[src/rtl/irqc_pkg.sv]
package irqc_pkg;

  localparam logic [7:0] OFS_SRC_PEND = 8'h00;
  localparam logic [7:0] OFS_ROUTE    = 8'h04;
  localparam logic [7:0] OFS_MASK     = 8'h08;
  localparam logic [7:0] OFS_ARB_PEND = 8'h10;
  localparam logic [7:0] OFS_ARB_IDX  = 8'h14;

  typedef enum logic [2:0] {
    SEL_SRC,
    SEL_ROUTE,
    SEL_MASK,
    SEL_ARB,
    SEL_IDX,
    SEL_NONE
  } reg_sel_e;

  function automatic reg_sel_e decode_ofs(input logic [7:0] ofs);
    case (ofs)
      OFS_SRC_PEND: decode_ofs = SEL_SRC;
      OFS_ROUTE:    decode_ofs = SEL_ROUTE;
      OFS_MASK:     decode_ofs = SEL_MASK;
      OFS_ARB_PEND: decode_ofs = SEL_ARB;
      OFS_ARB_IDX:  decode_ofs = SEL_IDX;
      default:      decode_ofs = SEL_NONE;
    endcase
  endfunction

endpackage

[src/rtl/irqc_src_capture.sv]
module irqc_src_capture #(
  parameter int unsigned     NSRC       = 32,
  parameter logic [NSRC-1:0] LEVEL_MASK = '0,
  parameter logic [NSRC-1:0] RSVD_MASK  = '0
) (
  input  logic            clk,
  input  logic            rst_n,
  input  logic [NSRC-1:0] req,
  input  logic [NSRC-1:0] clr,
  output logic [NSRC-1:0] pend
);

  localparam logic [NSRC-1:0] EDGE_SET  = ~LEVEL_MASK & ~RSVD_MASK;
  localparam logic [NSRC-1:0] LEVEL_SET = LEVEL_MASK & ~RSVD_MASK;

  logic [NSRC-1:0] req_q;
  logic [NSRC-1:0] set_ev;
  logic [NSRC-1:0] pend_q;
  logic [NSRC-1:0] pend_d;

  genvar gi;
  generate
    for (gi = 0; gi < NSRC; gi++) begin : g_src
      if (RSVD_MASK[gi]) begin : g_rsvd
        assign set_ev[gi] = 1'b0;
      end else if (LEVEL_MASK[gi]) begin : g_level
        assign set_ev[gi] = req[gi];
      end else begin : g_edge
        assign set_ev[gi] = req[gi] & ~req_q[gi];
      end
    end
  endgenerate

  // new events win over a clear on the same edge
  always_comb begin
    pend_d = (pend_q & ~clr) | set_ev;
  end

  always_ff @(posedge clk or negedge rst_n) begin
    if (!rst_n) begin
      req_q  <= '0;
      pend_q <= '0;
    end else begin
      req_q  <= req;
      pend_q <= pend_d;
    end
  end

  assign pend = pend_q;

  assert_rsvd_quiet_R2: assert property (@(posedge clk) disable iff (!rst_n)
    1'b1 |=> ((pend_q & RSVD_MASK) == '0));

  assert_edge_needs_rise_R3: assert property (@(posedge clk) disable iff (!rst_n)
    1'b1 |=> (((pend_q & ~$past(pend_q) & EDGE_SET) &
               ~($past(req) & ~$past(req_q))) == '0));

  assert_level_follows_R4: assert property (@(posedge clk) disable iff (!rst_n)
    ((req & LEVEL_SET) != '0) |=> ((pend_q & $past(req & LEVEL_SET)) == $past(req & LEVEL_SET)));

endmodule

[src/rtl/irqc_arbiter.sv]
module irqc_arbiter #(
  parameter int unsigned NSRC  = 32,
  parameter int unsigned IDX_W = $clog2(NSRC)
) (
  input  logic             clk,
  input  logic             rst_n,
  input  logic [NSRC-1:0]  cand,
  input  logic [NSRC-1:0]  clr,
  output logic [NSRC-1:0]  arb,
  output logic [IDX_W-1:0] idx
);

  logic [NSRC-1:0] arb_q;
  logic [NSRC-1:0] arb_d;
  logic [NSRC-1:0] lowest;
  logic            arb_empty;

  assign arb_empty = (arb_q == '0);
  assign lowest    = cand & (~cand + NSRC'(1));

  always_comb begin
    if (arb_empty) arb_d = lowest;
    else           arb_d = arb_q & ~clr;
  end

  always_ff @(posedge clk or negedge rst_n) begin
    if (!rst_n) arb_q <= '0;
    else        arb_q <= arb_d;
  end

  always_comb begin
    idx = '0;
    for (int i = 0; i < NSRC; i++) begin
      if (arb_q[i]) idx = IDX_W'(i);
    end
  end

  assign arb = arb_q;

  assert_arb_onehot_R7: assert property (@(posedge clk) disable iff (!rst_n)
    $onehot0(arb_q));

  assert_arb_loads_R7: assert property (@(posedge clk) disable iff (!rst_n)
    (arb_empty && cand != '0) |=> (arb_q != '0));

  assert_arb_lowest_R7: assert property (@(posedge clk) disable iff (!rst_n)
    (arb_empty && cand != '0) |=> (((arb_q - NSRC'(1)) & $past(cand)) == '0));

  assert_arb_holds_R7: assert property (@(posedge clk) disable iff (!rst_n)
    (!arb_empty && clr == '0) |=> $stable(arb_q));

endmodule

[src/rtl/prio_irq_ctrl.sv]
module prio_irq_ctrl #(
  parameter int unsigned     NSRC       = 32,
  parameter int unsigned     ADDR_W     = 8,
  parameter logic [NSRC-1:0] LEVEL_MASK = 32'h9080_8030,
  parameter logic [NSRC-1:0] RSVD_MASK  = 32'h0100_0040
) (
  input  logic              clk,
  input  logic              rst_n,
  input  logic [ADDR_W-1:0] bus_addr,
  input  logic [NSRC-1:0]   bus_wdata,
  input  logic              bus_we,
  output logic [NSRC-1:0]   bus_rdata,
  input  logic [NSRC-1:0]   irq_req,
  output logic              irq_o,
  output logic              fiq_o
);
  import irqc_pkg::*;

  localparam int unsigned IDX_W = $clog2(NSRC);

  reg_sel_e        sel;
  logic [NSRC-1:0] src_pend;
  logic [NSRC-1:0] src_clr;
  logic [NSRC-1:0] arb_clr;
  logic [NSRC-1:0] arb_pend;
  logic [IDX_W-1:0] arb_idx;
  logic [NSRC-1:0] mask_q, mask_d;
  logic [NSRC-1:0] route_q, route_d;
  logic            mask_en, route_en;
  logic [NSRC-1:0] live;
  logic [NSRC-1:0] cand;

  assign sel = decode_ofs(8'(bus_addr));

  always_comb begin
    src_clr  = (bus_we && sel == SEL_SRC) ? bus_wdata : '0;
    arb_clr  = (bus_we && sel == SEL_ARB) ? bus_wdata : '0;
    mask_en  = bus_we && (sel == SEL_MASK);
    route_en = bus_we && (sel == SEL_ROUTE);
    mask_d   = bus_wdata;
    route_d  = bus_wdata & (~bus_wdata + NSRC'(1));
  end

  always_ff @(posedge clk or negedge rst_n) begin
    if (!rst_n) begin
      mask_q  <= '1;
      route_q <= '0;
    end else begin
      if (mask_en)  mask_q  <= mask_d;
      if (route_en) route_q <= route_d;
    end
  end

  irqc_src_capture #(
    .NSRC       (NSRC),
    .LEVEL_MASK (LEVEL_MASK),
    .RSVD_MASK  (RSVD_MASK)
  ) u_capture (
    .clk   (clk),
    .rst_n (rst_n),
    .req   (irq_req),
    .clr   (src_clr),
    .pend  (src_pend)
  );

  assign live = src_pend & ~mask_q;
  assign cand = live & ~route_q;

  irqc_arbiter #(
    .NSRC  (NSRC),
    .IDX_W (IDX_W)
  ) u_arbiter (
    .clk   (clk),
    .rst_n (rst_n),
    .cand  (cand),
    .clr   (arb_clr),
    .arb   (arb_pend),
    .idx   (arb_idx)
  );

  assign irq_o = |arb_pend;
  assign fiq_o = |(live & route_q);

  always_comb begin
    case (sel)
      SEL_SRC:   bus_rdata = src_pend;
      SEL_ROUTE: bus_rdata = route_q;
      SEL_MASK:  bus_rdata = mask_q;
      SEL_ARB:   bus_rdata = arb_pend;
      SEL_IDX:   bus_rdata = NSRC'(arb_idx);
      default:   bus_rdata = '0;
    endcase
  end

  assert_route_single_R9: assert property (@(posedge clk) disable iff (!rst_n)
    $onehot0(route_q));

  assert_routed_not_arb_R9: assert property (@(posedge clk) disable iff (!rst_n)
    ((arb_pend & route_q) != '0) |-> $past(route_en));

  assert_masked_no_fiq_R6: assert property (@(posedge clk) disable iff (!rst_n)
    ((route_q & mask_q) == route_q) |-> !fiq_o);

endmodule

[config.mk]
export PLATFORM = sky130hd
export DESIGN_NAME = prio_irq_ctrl
export DESIGN_NICKNAME = d
export VERILOG_FILES = /design/src/rtl/irqc_pkg.sv /design/src/rtl/irqc_src_capture.sv /design/src/rtl/irqc_arbiter.sv /design/src/rtl/prio_irq_ctrl.sv
export SDC_FILE = /design/constraint.sdc
export NUM_CORES = 1
export LEC_CHECK = 0
export ABC_AREA = 0
export BUFFER_PORTS_ARGS = -buffer_cell sky130_fd_sc_hd__clkbuf_2
export CAP_MARGIN = 5
export CELL_PAD_IN_SITES_DETAIL_PLACEMENT = 0
export CELL_PAD_IN_SITES_GLOBAL_PLACEMENT = 1
export CORE_MARGIN = 1.5
export CORE_UTILIZATION = 48
export CTS_CLUSTER_SIZE = 10
export DETAILED_ROUTE_END_ITERATION = 8
export HOLD_SLACK_MARGIN = 0.1
export PLACE_DENSITY_LB_ADDON = 0.12
export SETUP_SLACK_MARGIN = 0.2
export SLEW_MARGIN = 10
export SYNTH_ARGS = -nofsm -noshare
export SYNTH_HDL_FRONTEND = slang
export SYNTH_SLANG_ARGS = --single-unit
[constraint.sdc]
create_clock -name clk -period 9.4 [get_ports clk]
set_input_delay 1.88 -clock clk [delete_from_list [all_inputs] [get_ports clk]]
set_output_delay 1.88 -clock clk [all_outputs]
set_load 0.03 [all_outputs]
==> flow_summary.json, run 1 <==
{
  "multi_input_area_um2": 3560,
  "portBuffers": 106,
  "clk_latency_ps": 430,
  "pre_cts_slack_ps": 2580,
  "ys_warn_count": 0,
  "place_inst": 1083,
  "grtUsageTotal": 0.280,
  "holdPathEnd": "mask_q[10]",
  "async_reset_ff_frac": 1.00,
  "met3_usage": 0.0545,
  "met1_usage": 0.364,
  "crit_type": "in2out",
  "vias_per_cell": 6.06,
  "seqCellArea_um2": 3840,
  "min_from": "mask_q[10]",
  "cp.required_ps": 7520,
  "grt_pass1_wl_um": 35300,
  "slew_headroom": 0.325,
  "hold-worst-slack_ps": 513,
  "fin_cells": 1115,
  "fin_setup_tns_ps": 0,
  "gp_congestion": 0.817,
  "routedWlPerCell_um": 20.5,
  "yosysSeqAreaShare": 0.501,
  "synth_cell_types": 54,
  "p_leak_nw": 4.05,
  "nFillCells": 1407,
  "grt_overflow": 0,
  "r2r-end": "u_arbiter.arb[6]",
  "num_rows": 46,
  "drv_slew": 0,
  "die_x_um": 129,
  "synth_edf_count": 0,
  "cp.arrival_ps": 4950,
  "synth_ff_type": "dfrtp_1",
  "antenna_found_initial": 0,
  "die_area_um2": 16700,
  "netlist_instances": 781,
  "cts_root_buf": "clkbuf_16",
  "syn-num-nets": 856,
  "cts_max_level": 4,
  "gr-max-usage-layer": "met2",
  "rsz0062_at_grt": "no",
  "top_level_ports": 109,
  "post-route-min-period_ps": 6830,
  "grt_pass1_vias": 6597,
  "postCtsSetupRepairBufs": 0,
  "clk_path_buf_depth": 2,
  "vias": 6755,
  "holdPathStages": 2,
  "cts_tree": "built",
  "grt_max_degree": 84,
  "ys_ff_latch": 152,
  "reg2reg_setup_slack_ps": 6530,
  "drive_above_1_share": 0.256,
  "die_h_um": 129,
  "worst_slack_ps": 2570,
  "coreArea_um2": 15700,
  "path_max_fanout": 17,
  "avgSynthCellArea_um2": 9.81,
  "hold_violations": 0,
  "dp_hpwl_um": 15700,
  "clk_pin_slew_ps": 60,
  "power_density_nw_per_um2": 163,
  "r2r_start": "u_arbiter.arb[23]",
  "cts_sinks": 152,
  "status": "finished, final reports clean",
  "max_freq_mhz": 146,
  "final_area_um2": 9060,
  "hp-class": "reg2reg",
  "critPathCaptureType": "output pin",
  "post-route-drc-count": 0,
  "cts-buffers-inserted": 17,
  "cts_resized": 0,
  "drtIter0Drc": 607,
  "maxCapViolCount": 0,
  "insertedDiodeCount": 0,
  "initial_core_util": 0.488,
  "drt-pass1-iter-count": 6,
  "nets": 961,
  "drt-total-wl_um": 22800,
  "r2r_cells": 5,
  "cp-start-kind": "input pin",
  "dpl-instance-area_um2": 8450,
  "postCtsHoldBufs": 0,
  "drtAntennaViolNets": 0,
  "irDropWorstVdd_uv": 130,
  "met2_usage": 0.462,
  "tightest_slew_ps": 1010,
  "final.period_utilization": 0.727,
  "setup_viol": 0,
  "syn_area_um2": 7660,
  "syn2layout_area_growth_pct": 18.2,
  "clock_skew_ps": 9.16
}
[report_power, final]
part | leakage [nW] | total, mW | switching (mW) | internal, mW
sequential | 1.74 | 0.688 | 0.0126 | 0.675
clock | 0.293 | 0.710 | 0.278 | 0.432
combinational | 2.02 | 0.0838 | 0.0535 | 0.0303
[routing by layer]
layer / routed length, um / share of wire
met5: 0 / 0
met1: 9800 / 0.43
met2: 11100 / 0.48
met3: 1480 / 0.065
met4: 479 / 0.021
[cell usage after synthesis (7+ instances only)]
master | n | area (um^2)
a21oi_1 | 7 | 35.0
a222oi_1 | 30 | 300
a22o_1 | 35 | 307
a32o_1 | 24 | 240
clkbuf_1 | 23 | 86.3
dfrtp_1 | 120 | 3000
dfstp_2 | 32 | 841
inv_1 | 43 | 161
mux2_2 | 27 | 304
nand2_1 | 174 | 653
nand3b_1 | 35 | 263
nand4_1 | 14 | 87.6
nor2_1 | 33 | 124
nor3_1 | 13 | 65.1
nor3b_1 | 27 | 203
nor4_1 | 16 | 100
o21ai_0 | 36 | 180
o31ai_1 | 7 | 52.6
or3b_2 | 8 | 70.1
or4_1 | 7 | 52.6
[registers in the layout (all words and copies together), names as in the netlist]
| signal | cells |
|---|---|
| u_capture.pend | 32 |
| mask_q | 32 |
| u_capture.req_q | 24 |
| u_arbiter.arb | 32 |
| route_q | 32 |
[worst max path at each step]
stage,cells after the start,slack [ps],startpoint,endpoint
final,9,2570,bus_addr[5],bus_rdata[1]
after global routing,9,2390,bus_addr[5],bus_rdata[1]
after CTS,9,2580,bus_addr[5],bus_rdata[1]
after detailed placement,9,2580,bus_addr[5],bus_rdata[1]
after global placement,9,2590,bus_addr[5],bus_rdata[1]
after floorplan,5,3610,bus_addr[5],bus_rdata[0]
[worst max-delay path: stages]
cell,delay [ps]
clkbuf_2,70
or4_1,640
nor3_1,520
nor3b_4,860
buf_4,410
nand2_1,90
a21oi_1,140
a31o_2,120
clkbuf_2,200
[cells in the final DEF (no fill, tap or decap), types with 8 or more instances in the layout]
master / netlist / final
a222oi_1: 30 / 30
a22o_1: 35 / 35
a32o_1: 24 / 24
buf_4: 0 / 11
clkbuf_16: 0 / 17
clkbuf_2: 0 / 105
dfrtp_1: 120 / 120
dfstp_2: 32 / 32
inv_1: 43 / 43
mux2_2: 27 / 27
nand2_1: 174 / 174
nand3b_1: 35 / 35
nand4_1: 14 / 14
nor2_1: 33 / 33
nor3_1: 13 / 13
nor3b_1: 27 / 27
nor4_1: 16 / 16
o21ai_0: 36 / 36
or3b_2: 8 / 8
[stage by stage]
step / power (mW) / util
final: 1.48 / 0.577
after CTS: 1.49 / 0.577
after floorplan: 0.729 / -
after global routing: 1.52 / 0.577
after global placement: 0.779 / 0.538
after detailed placement: 0.783 / 0.538
[cells by family after synthesis]
logic type / Yosys count / share of synthesized area
compound gates: 165 / 0.173
buf+inv: 74 / 0.0371
flops: 152 / 0.501
simple gates: 361 / 0.246
mux: 29 / 0.0423
[layout make-up]
class / instances / area share
Tap cell: 216 / 0.0298
Sequential cell: 152 / 0.424
Multi-Input combinational cell: 555 / 0.393
Clock buffer: 21 / 0.0508
Clock inverter: 11 / 0.0162
Timing Repair Buffer: 117 / 0.0684
Inverter: 43 / 0.0178
(Power assumes the default switching activity.)
==> inputs of run 2 (changes only) <==
- CORE_UTILIZATION: 48 -> 45
- clock period: 9.4 -> 7.2 ns (I/O delays scaled with it)
==> run 2 against run 1 <==
Effect of this change: die area up 6.5%; routed wire length up 2.0%; total power up 29%; register-to-register slack worse by 2200 ps; hold slack worse by 12 ps; combinational power up 31%; cell area about the same; largest cell class unchanged; highest routed layer unchanged.
==> flow_summary.json, run 2 (same netlist as run 1, synthesis figures left out) <==
{
  "min_from": "mask_q[20]",
  "reg2reg_setup_slack_ps": 4340,
  "critPathCaptureType": "output pin",
  "postCtsHoldBufs": 0,
  "clock_skew_ps": 6.13,
  "vias_per_cell": 6.00,
  "tightest_slew_ps": 1000,
  "cts_max_level": 4,
  "pre_cts_slack_ps": 1380,
  "grt_overflow": 0,
  "cts-buffers-inserted": 17,
  "num_rows": 47,
  "drv_slew": 0,
  "slew_headroom": 0.326,
  "die_x_um": 134,
  "seqCellArea_um2": 3840,
  "cts_tree": "built",
  "cp.required_ps": 5760,
  "cp-start-kind": "input pin",
  "holdPathEnd": "mask_q[20]",
  "mostFrequentLayoutCells": "nand2_1, dfrtp_1, clkbuf_2",
  "setup_viol": 0,
  "multi_input_area_um2": 3560,
  "clk_latency_ps": 420,
  "die_h_um": 134,
  "gp_congestion": 0.877,
  "hold_violations": 0,
  "status": "finished, final reports clean",
  "power_density_nw_per_um2": 211,
  "drt-pass1-iter-count": 6,
  "maxCapViolCount": 0,
  "crit_type": "in2out",
  "clk_pin_slew_ps": 60,
  "r2r_cells": 6,
  "worst_slack_ps": 1380,
  "p_leak_nw": 4.05,
  "r2r_start": "u_arbiter.arb[23]",
  "grt_max_degree": 97,
  "postCtsSetupRepairBufs": 0,
  "cts_root_buf": "clkbuf_16",
  "grt_pass1_vias": 6692,
  "rsz0062_at_grt": "no",
  "fin_setup_tns_ps": 0,
  "insertedDiodeCount": 0,
  "holdPathStages": 2,
  "top_level_ports": 109,
  "post-route-min-period_ps": 5820,
  "portBuffers": 106,
  "final.period_utilization": 0.808,
  "drive_above_1_share": 0.259,
  "nFillCells": 1570,
  "antenna_found_initial": 0,
  "drtAntennaViolNets": 0,
  "nets": 961,
  "max_freq_mhz": 172,
  "clk_path_buf_depth": 2,
  "drt-total-wl_um": 23300,
  "hp-class": "reg2reg",
  "grtUsageTotal": 0.272,
  "r2r-end": "u_arbiter.arb[26]",
  "routedWlPerCell_um": 20.8,
  "cp.arrival_ps": 4380,
  "path_max_fanout": 21,
  "die_area_um2": 17800,
  "vias": 6719,
  "drtIter0Drc": 609,
  "irDropWorstVdd_uv": 165,
  "syn2layout_area_growth_pct": 18.2,
  "coreArea_um2": 16600,
  "dp_hpwl_um": 16200,
  "grt_pass1_wl_um": 37000,
  "cts_sinks": 152,
  "post-route-drc-count": 0,
  "mostFrequentLayoutCell": "nand2_1",
  "initial_core_util": 0.462,
  "cts_resized": 0
}
==> run 2: stage by stage <==
stage	hold WS [ps]	cell area (um^2)	utilization	std cells	power, mW
floorplan	470	7660	-	781	0.951
global placement	485	8460	0.510	1087	1.02
detailed placement	492	8460	0.510	1087	1.02
CTS	501	9060	0.546	1119	1.93
global route	523	9060	0.546	1119	1.98
finish	501	9060	0.546	1119	1.92
==> run 2: worst max path at each step <==
| stage | start | end | slack [ps] | cells after the start |
|---|---|---|---|---|
| floorplan | bus_addr[5] | bus_rdata[0] | 2290 | 5 |
| global placement | bus_addr[5] | bus_rdata[1] | 1410 | 9 |
| detailed placement | bus_addr[5] | bus_rdata[1] | 1380 | 9 |
| CTS | bus_addr[5] | bus_rdata[1] | 1400 | 9 |
| global route | bus_addr[5] | bus_rdata[1] | 1200 | 9 |
| finish | bus_addr[5] | bus_rdata[1] | 1380 | 9 |
==> run 2: area by class of cell <==
| class | count | share of cell area |
|---|---|---|
| Clock inverter | 11 | 0.0134 |
| Tap cell | 220 | 0.0304 |
| Sequential cell | 152 | 0.424 |
| Inverter | 43 | 0.0178 |
| Timing Repair Buffer | 117 | 0.0684 |
| Multi-Input combinational cell | 555 | 0.393 |
| Clock buffer | 21 | 0.0530 |
==> run 2: metal layers <==
layer / wire [um] / global-route usage / vias to the layer above
met5: 0 / 0 / -
met4: 486 / 0.0833 / 0
met3: 1370 / 0.0563 / 32
met2: 11300 / 0.455 / 230
met1: 10200 / 0.355 / 3350
li1: - / - / 3107
==> run 2: worst max-delay path, cell delays in order <==
cell,delay [ps]
clkbuf_2,80
or4_1,630
nor3_1,530
nor3b_4,690
buf_4,440
nand2_1,90
a21oi_1,140
a31o_2,130
clkbuf_2,200
==> run 2: power by group <==
group | switching, mW | internal, mW | leakage [nW]
Combinational | 0.0706 | 0.0396 | 2.02
Sequential | 0.0168 | 0.881 | 1.74
Clock | 0.361 | 0.546 | 0.295
==> inputs of run 3 (changes only) <==
- ABC_AREA: 0 -> 1
- CORE_UTILIZATION: 45 -> 43
- clock period: 7.2 -> 5.8 ns (I/O delays scaled with it)
==> run 3 against run 2 <==
Effect of this change: clock-buffer cell count down 1; non-clock buffer count down 1; first-iteration DRC count down 18%; largest cell class unchanged; largest power group unchanged.
==> flow_summary.json, run 3 <==
{
  "p_leak_nw": 4.33,
  "mostFrequentLayoutCells": "inv_1, nand2_1, o21ai_0",
  "utilization": 0.525,
  "drt-pass1-iter-count": 7,
  "drtIter0Drc": 502,
  "setup_viol": 0,
  "insertedDiodeCount": 0,
  "hold_violations": 0,
  "post-route-min-period_ps": 4610,
  "yosys.area.top_type_share": 0.392,
  "crit_path_start": "bus_addr[2]",
  "grtUsageTotal": 0.257,
  "max_stage_delay_ps": 650,
  "final.period_utilization": 0.794,
  "hp-class": "reg2reg",
  "reg2reg_setup_slack_ps": 2840,
  "cts_tree": "built",
  "cts-buffers-inserted": 17,
  "initial_core_util": 0.441,
  "grt_pass1_wl_um": 36700,
  "netlist_instances": 943,
  "grt_max_degree": 114,
  "max_freq_mhz": 217,
  "nFillCells": 1728,
  "synth_cell_types": 40,
  "met2_usage": 0.400,
  "status": "finished, final reports clean",
  "drtAntennaViolNets": 0,
  "power_mw": 2.64,
  "grt_pass1_vias": 6950,
  "coreArea_um2": 17400,
  "num_rows": 48,
  "ys_top_cells_by_area": "dfrtp_1, dfstp_2, o21ai_0",
  "yosysMostFrequentCell": "inv_1",
  "tightest_slew_ps": 1070,
  "clk_pin_slew_ps": 70,
  "drt-total-wl_um": 22300,
  "cts_resized": 0,
  "clk_path_buf_depth": 2,
  "syn_area_um2": 7660,
  "clk_latency_ps": 440,
  "rsz0062_at_grt": "no",
  "clock_power_share": 0.483,
  "holdPathEnd": "u_capture.pend[11]",
  "async_reset_ff_frac": 1.00,
  "cp-start-kind": "input pin",
  "cts_sinks": 152,
  "yosysSeqAreaShare": 0.502,
  "vias_per_cell": 5.40,
  "synth_top_area_cell": "dfrtp_1",
  "ys_warn_count": 0,
  "drive_above_1_share": 0.190,
  "netSwitchingFraction": 0.240,
  "syn2layout_area_growth_pct": 19.1,
  "cp.arrival_ps": 3450,
  "final_area_um2": 9120,
  "r2r_start": "mask_q[1]",
  "seqCellArea_um2": 3840,
  "die_x_um": 136,
  "multi_input_area_um2": 3060,
  "syn-num-nets": 1018,
  "met3_usage": 0.0496,
  "r2r-end": "u_arbiter.arb[27]",
  "slew_headroom": 0.288,
  "path_max_fanout": 28,
  "top_level_ports": 109,
  "netlist_top_cells_count": "inv_1, nand2_1, o21ai_0",
  "irDropWorstVdd_uv": 209,
  "die_h_um": 136,
  "cts_max_level": 4,
  "portBuffers": 106,
  "p_comb_frac": 0.083,
  "avgSynthCellArea_um2": 8.12,
  "critPathCaptureType": "output pin",
  "synth_ff_type": "dfrtp_1",
  "gp_congestion": 0.865,
  "nets": 1125,
  "cts_root_buf": "clkbuf_16",
  "holdPathStages": 1,
  "power.internal_mw": 2.00,
  "synth_edf_count": 0,
  "clock_skew_ps": 9.47,
  "die_area_um2": 18600,
  "worst_slack_ps": 1190,
  "vias": 6956,
  "switchingPower_mw": 0.632,
  "drv_slew": 0,
  "dpl-instance-area_um2": 8450,
  "antenna_found_initial": 0,
  "power_density_nw_per_um2": 289,
  "routedWlPerCell_um": 17.3,
  "post-route-drc-count": 0,
  "grt_overflow": 0,
  "postCtsHoldBufs": 0,
  "crit_slowest_cell": "inv_2",
  "dp_hpwl_um": 15800,
  "r2r_cells": 14,
  "ys_ff_latch": 152,
  "crit_type": "in2out",
  "power_frac_seq": 0.434,
  "min_from": "u_capture.req_q[11]",
  "maxCapViolCount": 0,
  "gr-max-usage-layer": "met2",
  "mostFrequentLayoutCell": "inv_1",
  "pre_cts_slack_ps": 1220,
  "cp.required_ps": 4640,
  "crit_chain": "clkbuf_2 > nor3_1 > nand3_1 > inv_2 > nand2_1 > o21ai_0 > a221oi_1 > o21ai_0 > clkbuf_2",
  "postCtsSetupRepairBufs": 0,
  "fin_setup_tns_ps": 0,
  "met1_usage": 0.369
}
[run 3: cell types whose count changed in the layout (fill, tap and decap cells not counted), sizes merged, moves of 30 or more]
cell / change
inv: +130
o21ai: +125
nand3: +49
a22o: -37
nand3b: -31
o22ai: +31
a222oi: -30
[run 3: logic make-up after synthesis]
group,after synthesis,synth area share
simple gates,326,0.189
buf+inv,202,0.0993
compound gates,263,0.209
flops,152,0.502
[run 3: worst max path at each step]
stage	depth (start not counted)	to	slack, ps
after floorplan	8	bus_rdata[1]	1850
after detailed placement	9	bus_rdata[4]	1220
after CTS	9	bus_rdata[4]	1220
final	9	bus_rdata[3]	1190
after global placement	9	bus_rdata[2]	1220
after global routing	12	bus_rdata[4]	950
[run 3: power by group through the flow]
stage | clock network, mW | registers (mW) | logic, mW
floorplan | 0 | 1.15 | 0.123
finish | 1.27 | 1.14 | 0.218
detailed placement | 0 | 1.16 | 0.218
global route | 1.34 | 1.15 | 0.251
CTS | 1.29 | 1.14 | 0.221
global placement | 0 | 1.16 | 0.217
[run 3: routing by layer]
metal  share of wire  routed length, um  up-vias
met5               0                  0        -
met2            0.45               9990      166
met4           0.013                285        0
li1                -                  -     3399
met3           0.049               1090       24
met1            0.49              10900     3367
[run 3: cell type report]
cell class | instances | share of cell area
clock buffers | 20 | 0.0490
inverters | 174 | 0.0716
repair buffers | 116 | 0.0671
multi-input cells | 589 | 0.335
clock inverters | 12 | 0.0244
flip-flops and latches | 152 | 0.422
well taps | 225 | 0.0309
[run 3: per-stage QoR]
step,hold WS [ps],std cells
2_1_floorplan,400,943
3_3_place_gp,401,1256
3_5_place_dp,412,1256
4_1_cts,416,1288
5_1_grt,420,1288
6_report,413,1288
[run 3: worst max-delay path, delay by kind of cell]
kind / cells / cell delay (ps)
and+or+nand+nor: 3 / 960
AOI/OAI and AO/OA: 3 / 330
buffers and inverters: 3 / 990
